`src/rtl/cis_pkg.sv`:
```
package cis_pkg;

    typedef enum logic [2:0] {
        ST_IDLE  = 3'd0,
        ST_ISSUE = 3'd1,
        ST_WAIT  = 3'd2,
        ST_CHECK = 3'd3,
        ST_DONE  = 3'd4,
        ST_ABORT = 3'd5
    } cis_state_e;

    typedef struct packed {
        cis_state_e state;
        logic       start_bit;
        logic       done;
        logic       abort;
        logic       fatal;
        logic       idle_rdy;
    } cis_ctl_t;

endpackage

```
`src/rtl/cis_wait_timer.sv`:
```
module cis_wait_timer #(
    parameter int TIMER_W = 8
) (
    input  logic               clk,
    input  logic               rst_n,
    input  logic               load,
    input  logic [TIMER_W-1:0] load_val,
    input  logic               dec,
    output logic               expired
);
    logic [TIMER_W-1:0] cnt_d, cnt_q;

    always_comb begin
        cnt_d = cnt_q;
        if (load) begin
            cnt_d = load_val;
        end else if (dec && (cnt_q != '0)) begin
            cnt_d = cnt_q - 1'b1;
        end
    end

    always_ff @(posedge clk) begin
        if (!rst_n) cnt_q <= '0;
        else        cnt_q <= cnt_d;
    end

    assign expired = (cnt_q == '0);
endmodule

```
`src/rtl/cis_step_counter.sv`:
```
module cis_step_counter #(
    parameter int W = 9
) (
    input  logic         clk,
    input  logic         rst_n,
    input  logic         clr,
    input  logic         inc,
    output logic [W-1:0] value
);
    logic [W-1:0] value_d, value_q;

    always_comb begin
        value_d = value_q;
        if (clr)      value_d = '0;
        else if (inc) value_d = value_q + 1'b1;
    end

    always_ff @(posedge clk) begin
        if (!rst_n) value_q <= '0;
        else        value_q <= value_d;
    end

    assign value = value_q;
endmodule

```
`src/rtl/cache_inval_seq.sv`:
```
module cache_inval_seq
    import cis_pkg::*;
#(
    parameter int NUM_ENTRIES = 8,
    parameter int CNT_W       = 9,
    parameter int TIMER_W     = 8
) (
    input  logic               clk,
    input  logic               rst_n,
    input  logic               start_wr,
    input  logic [TIMER_W-1:0] wait_cycles,
    input  logic               inv_cmp,
    output logic               cmd_valid,
    output logic [CNT_W-1:0]   cmd_idx,
    output logic               start_busy,
    output logic               done,
    output logic               abort_flag,
    output logic               fatal_irq,
    output logic               rst_rdy,
    output logic [2:0]         state_code,
    output logic [CNT_W-1:0]   issued_cnt,
    output logic [CNT_W-1:0]   cleaned_cnt
);
    localparam logic [CNT_W-1:0] LAST_CNT = CNT_W'(NUM_ENTRIES);
    localparam cis_ctl_t CTL_RST = '{state: ST_IDLE, start_bit: 1'b0, done: 1'b0,
                                     abort: 1'b0, fatal: 1'b0, idle_rdy: 1'b1};

    cis_ctl_t         ctl_d, ctl_q;
    logic [CNT_W-1:0] idx_d, idx_q;
    logic             accept;
    logic             tmr_load, tmr_dec, tmr_expired;
    logic             iss_inc, cln_inc, cnt_clr;

    cis_wait_timer #(.TIMER_W(TIMER_W)) u_timer (
        .clk(clk), .rst_n(rst_n), .load(tmr_load), .load_val(wait_cycles),
        .dec(tmr_dec), .expired(tmr_expired)
    );

    cis_step_counter #(.W(CNT_W)) u_issued (
        .clk(clk), .rst_n(rst_n), .clr(cnt_clr), .inc(iss_inc), .value(issued_cnt)
    );

    cis_step_counter #(.W(CNT_W)) u_cleaned (
        .clk(clk), .rst_n(rst_n), .clr(cnt_clr), .inc(cln_inc), .value(cleaned_cnt)
    );

    // Start is only taken when no pass is running.
    assign accept = start_wr && ((ctl_q.state == ST_IDLE) ||
                                 (ctl_q.state == ST_DONE) ||
                                 (ctl_q.state == ST_ABORT));

    always_comb begin
        ctl_d           = ctl_q;
        idx_d           = idx_q;
        ctl_d.start_bit = 1'b0;
        ctl_d.fatal     = 1'b0;
        tmr_load        = 1'b0;
        tmr_dec         = 1'b0;
        iss_inc         = 1'b0;
        cln_inc         = 1'b0;
        cnt_clr         = 1'b0;
        case (ctl_q.state)
            ST_IDLE, ST_DONE, ST_ABORT: begin
                if (accept) begin
                    ctl_d.state     = ST_ISSUE;
                    ctl_d.start_bit = 1'b1;
                    ctl_d.done      = 1'b0;
                    ctl_d.abort     = 1'b0;
                    ctl_d.idle_rdy  = 1'b0;
                    idx_d           = '0;
                    cnt_clr         = 1'b1;
                end
            end
            ST_ISSUE: begin
                iss_inc     = 1'b1;
                tmr_load    = 1'b1;
                ctl_d.state = ST_WAIT;
            end
            ST_WAIT: begin
                if (inv_cmp) begin
                    cln_inc     = 1'b1;
                    ctl_d.state = ST_CHECK;
                end else if (tmr_expired) begin
                    ctl_d.state    = ST_ABORT;
                    ctl_d.abort    = 1'b1;
                    ctl_d.fatal    = 1'b1;
                    ctl_d.idle_rdy = 1'b1;
                end else begin
                    tmr_dec = 1'b1;
                end
            end
            ST_CHECK: begin
                if (issued_cnt == LAST_CNT) begin
                    ctl_d.state    = ST_DONE;
                    ctl_d.done     = 1'b1;
                    ctl_d.idle_rdy = 1'b1;
                end else begin
                    ctl_d.state = ST_ISSUE;
                    idx_d       = idx_q + 1'b1;
                end
            end
            default: ctl_d = CTL_RST;
        endcase
    end

    always_ff @(posedge clk) begin
        if (!rst_n) begin
            ctl_q <= CTL_RST;
            idx_q <= '0;
        end else begin
            ctl_q <= ctl_d;
            idx_q <= idx_d;
        end
    end

    assign cmd_valid  = (ctl_q.state == ST_ISSUE);
    assign cmd_idx    = idx_q;
    assign start_busy = ctl_q.start_bit;
    assign done       = ctl_q.done;
    assign abort_flag = ctl_q.abort;
    assign fatal_irq  = ctl_q.fatal;
    assign rst_rdy    = ctl_q.idle_rdy;
    assign state_code = ctl_q.state;
endmodule

```
`config.mk`:
```
export PLATFORM = sky130hd
export DESIGN_NAME = cache_inval_seq
export DESIGN_NICKNAME = d
export VERILOG_FILES = /design/src/rtl/cis_pkg.sv /design/src/rtl/cis_wait_timer.sv /design/src/rtl/cis_step_counter.sv /design/src/rtl/cache_inval_seq.sv
export SDC_FILE = /design/constraint.sdc
export NUM_CORES = 1
export LEC_CHECK = 0
export BUFFER_PORTS_ARGS = -buffer_cell sky130_fd_sc_hd__clkbuf_2
export CAP_MARGIN = 25
export CORE_MARGIN = 3
export CORE_UTILIZATION = 53
export CTS_CLUSTER_DIAMETER = 120
export DETAILED_ROUTE_END_ITERATION = 7
export GPL_TIMING_DRIVEN = 1
export PLACE_DENSITY = 0.89
export RECOVER_POWER = 100
export SYNTH_ARGS = -nofsm -noshare
export SYNTH_HDL_FRONTEND = slang
export SYNTH_SLANG_ARGS = --single-unit
```
`constraint.sdc`:
```
create_clock -name clk -period 2.37 [get_ports clk]
set_input_delay 0.3555 -clock clk [delete_from_list [all_inputs] [get_ports clk]]
set_output_delay 0.3555 -clock clk [all_outputs]
set_load 0.02 [all_outputs]
```
==> impl_metrics.py <==
metrics = {
    "status": {
        "outcome": "complete, no violations",
    },
    "global_routing": {
        "grt_start_max_net_pins": 27,
        "gr-usage-all-layers_pct": 19.39,
        "grt_most_used_layer": "met2",
        "grt_first_pass_wirelength_mm": 7.755,
        "grt_use_met1_pct": 24.91,
        "grt_pass1_vias": 1673,
        "grt_remaining_overflow": 0,
        "grt.met2_usage_pct": 30.72,
        "fraction_of_met3_tracks_used_by_global_routing_pct": 5.072,
        "antenna_violations_before_repair": 0,
    },
    "logic_synthesis": {
        "mappedNetlistArea_um2": 2128,
        "synth_top_area_share_pct": 40.45,
        "synth_cell_type_count": 51,
        "seq_area_frac_synth_pct": 40.45,
        "async_flop_share_pct": 0,
        "netlist_top_cells_area": "sky130_fd_sc_hd__dfxtp_1 (40%), sky130_fd_sc_hd__xnor2_1 (5.8%), sky130_fd_sc_hd__xor2_1 (4.9%)",
        "postSynth.topFlopCell": "sky130_fd_sc_hd__dfxtp_1",
        "synth_warnings": 0,
        "syn-num-nets": 254,
        "synth_top_cell_by_area": "sky130_fd_sc_hd__dfxtp_1",
        "synth_area_per_cell_um2": 9.018,
        "synth_enable_flop_cells": 0,
        "ys_ff_latch": 43,
        "synth_cells": 236,
    },
    "clocking": {
        "post_cts_resize_count": 0,
        "clock_sinks": 43,
        "cts_hold_buf": 0,
        "htreeDepth": 2,
        "clock_path_buffers": 2,
        "cts_tree": "done",
        "clock_latency_ns": 0.29,
        "postCtsSetupRepairBufs": 0,
        "clk_pin_slew_ns": 0.07,
        "clock-root-buffer": "sky130_fd_sc_hd__clkbuf_8",
        "clock_buffers_created_by_tritoncts": 5,
    },
    "routing": {
        "detail_route.iter0.violations": 141,
        "detailroute.via_count": 1858,
        "finalWirelength_mm": 4.496,
        "route.detailed.wl_per_inst_um": 13.54,
        "routed_via_density": 5.596,
        "antenna_left": 0,
        "drc": 0,
        "dr.pass1.iters": 6,
    },
    "place": {
        "place_congestion": 0.8260,
        "hpwl_mm": 3.267,
        "port_buffers": 47,
    },
    "worst_hold_path": {
        "timing.hold.worst.class": "in -> reg",
        "hold_path.startpoint": "wait_cycles[1]",
        "worst_hold_path.num_cells": 3,
        "min_delay_worst_endpoint": "u_timer.cnt_q[1]",
    },
    "finish": {
        "final_common_cell": "sky130_fd_sc_hd__dfxtp_1",
        "most-common-layout-cells": "sky130_fd_sc_hd__dfxtp_1 (43), sky130_fd_sc_hd__clkbuf_1 (37), sky130_fd_sc_hd__nor2_1 (26), sky130_fd_sc_hd__nand2_1 (17), sky130_fd_sc_hd__xnor2_1 (14)",
        "finish.net_count": 302,
        "n_antenna_cell": 0,
        "final.fill_count": 336,
        "final_layout_size_suffix_gt1_share_pct": 10.92,
        "area_growth_syn_to_fin_pct": 14.87,
    },
    "worst_setup_path": {
        "cp.depth": 4,
        "crit_path_max_delay_family": "flip-flops",
        "worst_endpoint_data_arrival_time_ns": 1.67,
        "crit_path_cell_trace": "nor2b_1 -> nand2_1 -> clkinv_1 -> clkbuf_1",
        "cp_max_fo": 12,
        "regToRegEndpoint": "state_code[0]",
        "worst_r2r_startpoint": "state_code[2]",
        "critical_path.max_stage_delay_ns": 0.54,
        "startpoint_type_of_the_worst_setup_path": "flop",
        "worst-path-buf-inv": 2,
        "worstRegToRegCells": 4,
        "critical_path.slowest_cell": "sky130_fd_sc_hd__dfxtp_1",
        "timing.critical_path.to_type": "output port",
        "setup.worst_path.start": "state_code[0]",
        "worst_ep_required_time_ns": 2.01,
        "timing.reg2reg.setup_slack_ns": 0.40,
        "timing.setup.critical_path_class": "reg -> out",
    },
    "sta": {
        "post-route-period-util_pct": 85.55,
        "slew_headroom_pct": 58.88,
        "clock_skew_ns": 0.004543,
        "worst-slew-pin-transition_ns": 0.6082,
        "final-max-slew-violation-count": 0,
        "timing.setup.tns_ns": 0,
        "rsz0062_at_grt": "false",
        "hold-worst-slack_ns": 0.3086,
        "finalSetupViolCount": 0,
        "timing.fmax_ghz": 0.4932,
        "final_hold_viol_count": 0,
        "timing.final.crit_period_ns": 2.028,
    },
    "pwr": {
        "p_leak_uw": 0.0008650,
        "power.density_cell_area_nw_per_um2": 723.0,
        "clock_power_share_pct": 26.4,
        "seq_power_share_pct": 48.0,
        "netSwitchingPower_uw": 582.3,
        "vdd_drop_max_mv": 0.3868,
        "power.share.combinational_pct": 25.6,
        "switching_share_pct": 32.94,
        "intPower_uw": 1185,
    },
    "floorplan": {
        "dieHeight_um": 69.37,
        "fp-row-count": 22,
        "die-area_um2": 4812,
        "effective_utilization_at_floorplan_pct": 56.44,
        "die_w_um": 69.37,
        "design.portCount": 48,
        "core_area_um2": 3771,
    },
    "job": {
        "maxCapViolations": 0,
    },
}
## power groups by stage
| stage | combinational [µW] | clock, µW | sequential (µW) |
|---|---|---|---|
| floorplan | 335 | 0 | 868 |
| global placement | 456 | 0 | 862 |
| finish | 452 | 466 | 849 |
| detailed placement | 469 | 0 | 865 |
| CTS | 474 | 475 | 848 |
| global route | 510 | 505 | 859 |
## cells in the mapped netlist, types with 2 or more instances
master,n
sky130_fd_sc_hd__dfxtp_1,43
sky130_fd_sc_hd__or3_1,2
sky130_fd_sc_hd__nor4b_2,2
sky130_fd_sc_hd__xnor2_1,14
sky130_fd_sc_hd__a31oi_1,2
sky130_fd_sc_hd__nor4b_1,2
sky130_fd_sc_hd__o21ai_0,8
sky130_fd_sc_hd__clkbuf_1,3
sky130_fd_sc_hd__o22ai_1,2
sky130_fd_sc_hd__buf_2,8
sky130_fd_sc_hd__nand3_1,9
sky130_fd_sc_hd__xor2_1,12
sky130_fd_sc_hd__and4_1,3
sky130_fd_sc_hd__a21oi_1,8
sky130_fd_sc_hd__nor3_1,4
sky130_fd_sc_hd__nand4_1,8
sky130_fd_sc_hd__a2111oi_0,5
sky130_fd_sc_hd__nand3b_1,2
sky130_fd_sc_hd__and2_1,2
sky130_fd_sc_hd__inv_1,8
sky130_fd_sc_hd__nor2b_1,4
sky130_fd_sc_hd__nand2_1,17
sky130_fd_sc_hd__and3_1,4
sky130_fd_sc_hd__nor3b_1,2
sky130_fd_sc_hd__a211oi_1,5
sky130_fd_sc_hd__ha_1,6
sky130_fd_sc_hd__nor2_1,26
sky130_fd_sc_hd__o31ai_1,2
## worst reg2reg max path: cells and delay by family, from the launching register on
kind | cells | cell delay [ns]
AOI/OAI and AO/OA | 2 | 0.64
DFF | 1 | 0.43
and+or+nand+nor | 2 | 0.79
## routing by layer
layer | vias up | part of all wire (%)
met5 | - | 0
met4 | 0 | 1.6
met3 | 10 | 5.6
met2 | 44 | 46
met1 | 865 | 46
li1 | 939 | -
## worst max-delay path by stage
stage          slack [ns]            end
4_1_cts              0.39  state_code[0]
6_report             0.34      cmd_valid
3_3_place_gp         0.49  state_code[0]
2_1_floorplan        0.61  state_code[0]
5_1_grt              0.17      cmd_valid
3_5_place_dp         0.40  state_code[0]
## layout make-up
class,instances,area (µm²),share of cell area [%]
timing repair buffer,52,224.0,9.161
clock buffer,6,82.58,3.378
clock inverter,1,5.005,0.2047
multi-input combinational,173,1179,48.21
sequential,43,860.8,35.21
inverter,9,33.78,1.382
tap,48,60.06,2.457
## logic make-up (layout without fill, tap and decap cells)
group                    Yosys count  after routing  synth area share (%)
AND/OR/NAND/NOR                   96             96                 25.98
AO/OA/AOI/OAI                     44             44                 14.87
flip-flops                        43             43                 40.45
XOR/XNOR                          26             26                 10.70
buffers and inverters             20             68                 3.998
adder cells (fa/ha/maj)            6              6                 3.527
multiplexers                       1              1                0.4703
## stage by stage
step	std cells	setup slack, ns	power [µW]	area, µm²	util, %
final	332	0.3424	1768	2445	64.83
after global routing	332	0.1685	1874	2445	64.83
after CTS	332	0.3898	1797	2504	66.39
after detailed placement	325	0.4030	1334	2416	64.07
after global placement	325	0.4888	1318	2416	64.07
after floorplan	236	0.6116	1203	2128	-
## state kept, by name, summed over array words and instances (netlist names)
name             count
cmd_idx              9
state_code           3
abort_flag           1
start_busy           1
u_issued.value       9
done                 1
u_timer.cnt_q        8
fatal_irq            1
u_cleaned.value      9
rst_rdy              1
(Power assumes the default switching activity.)
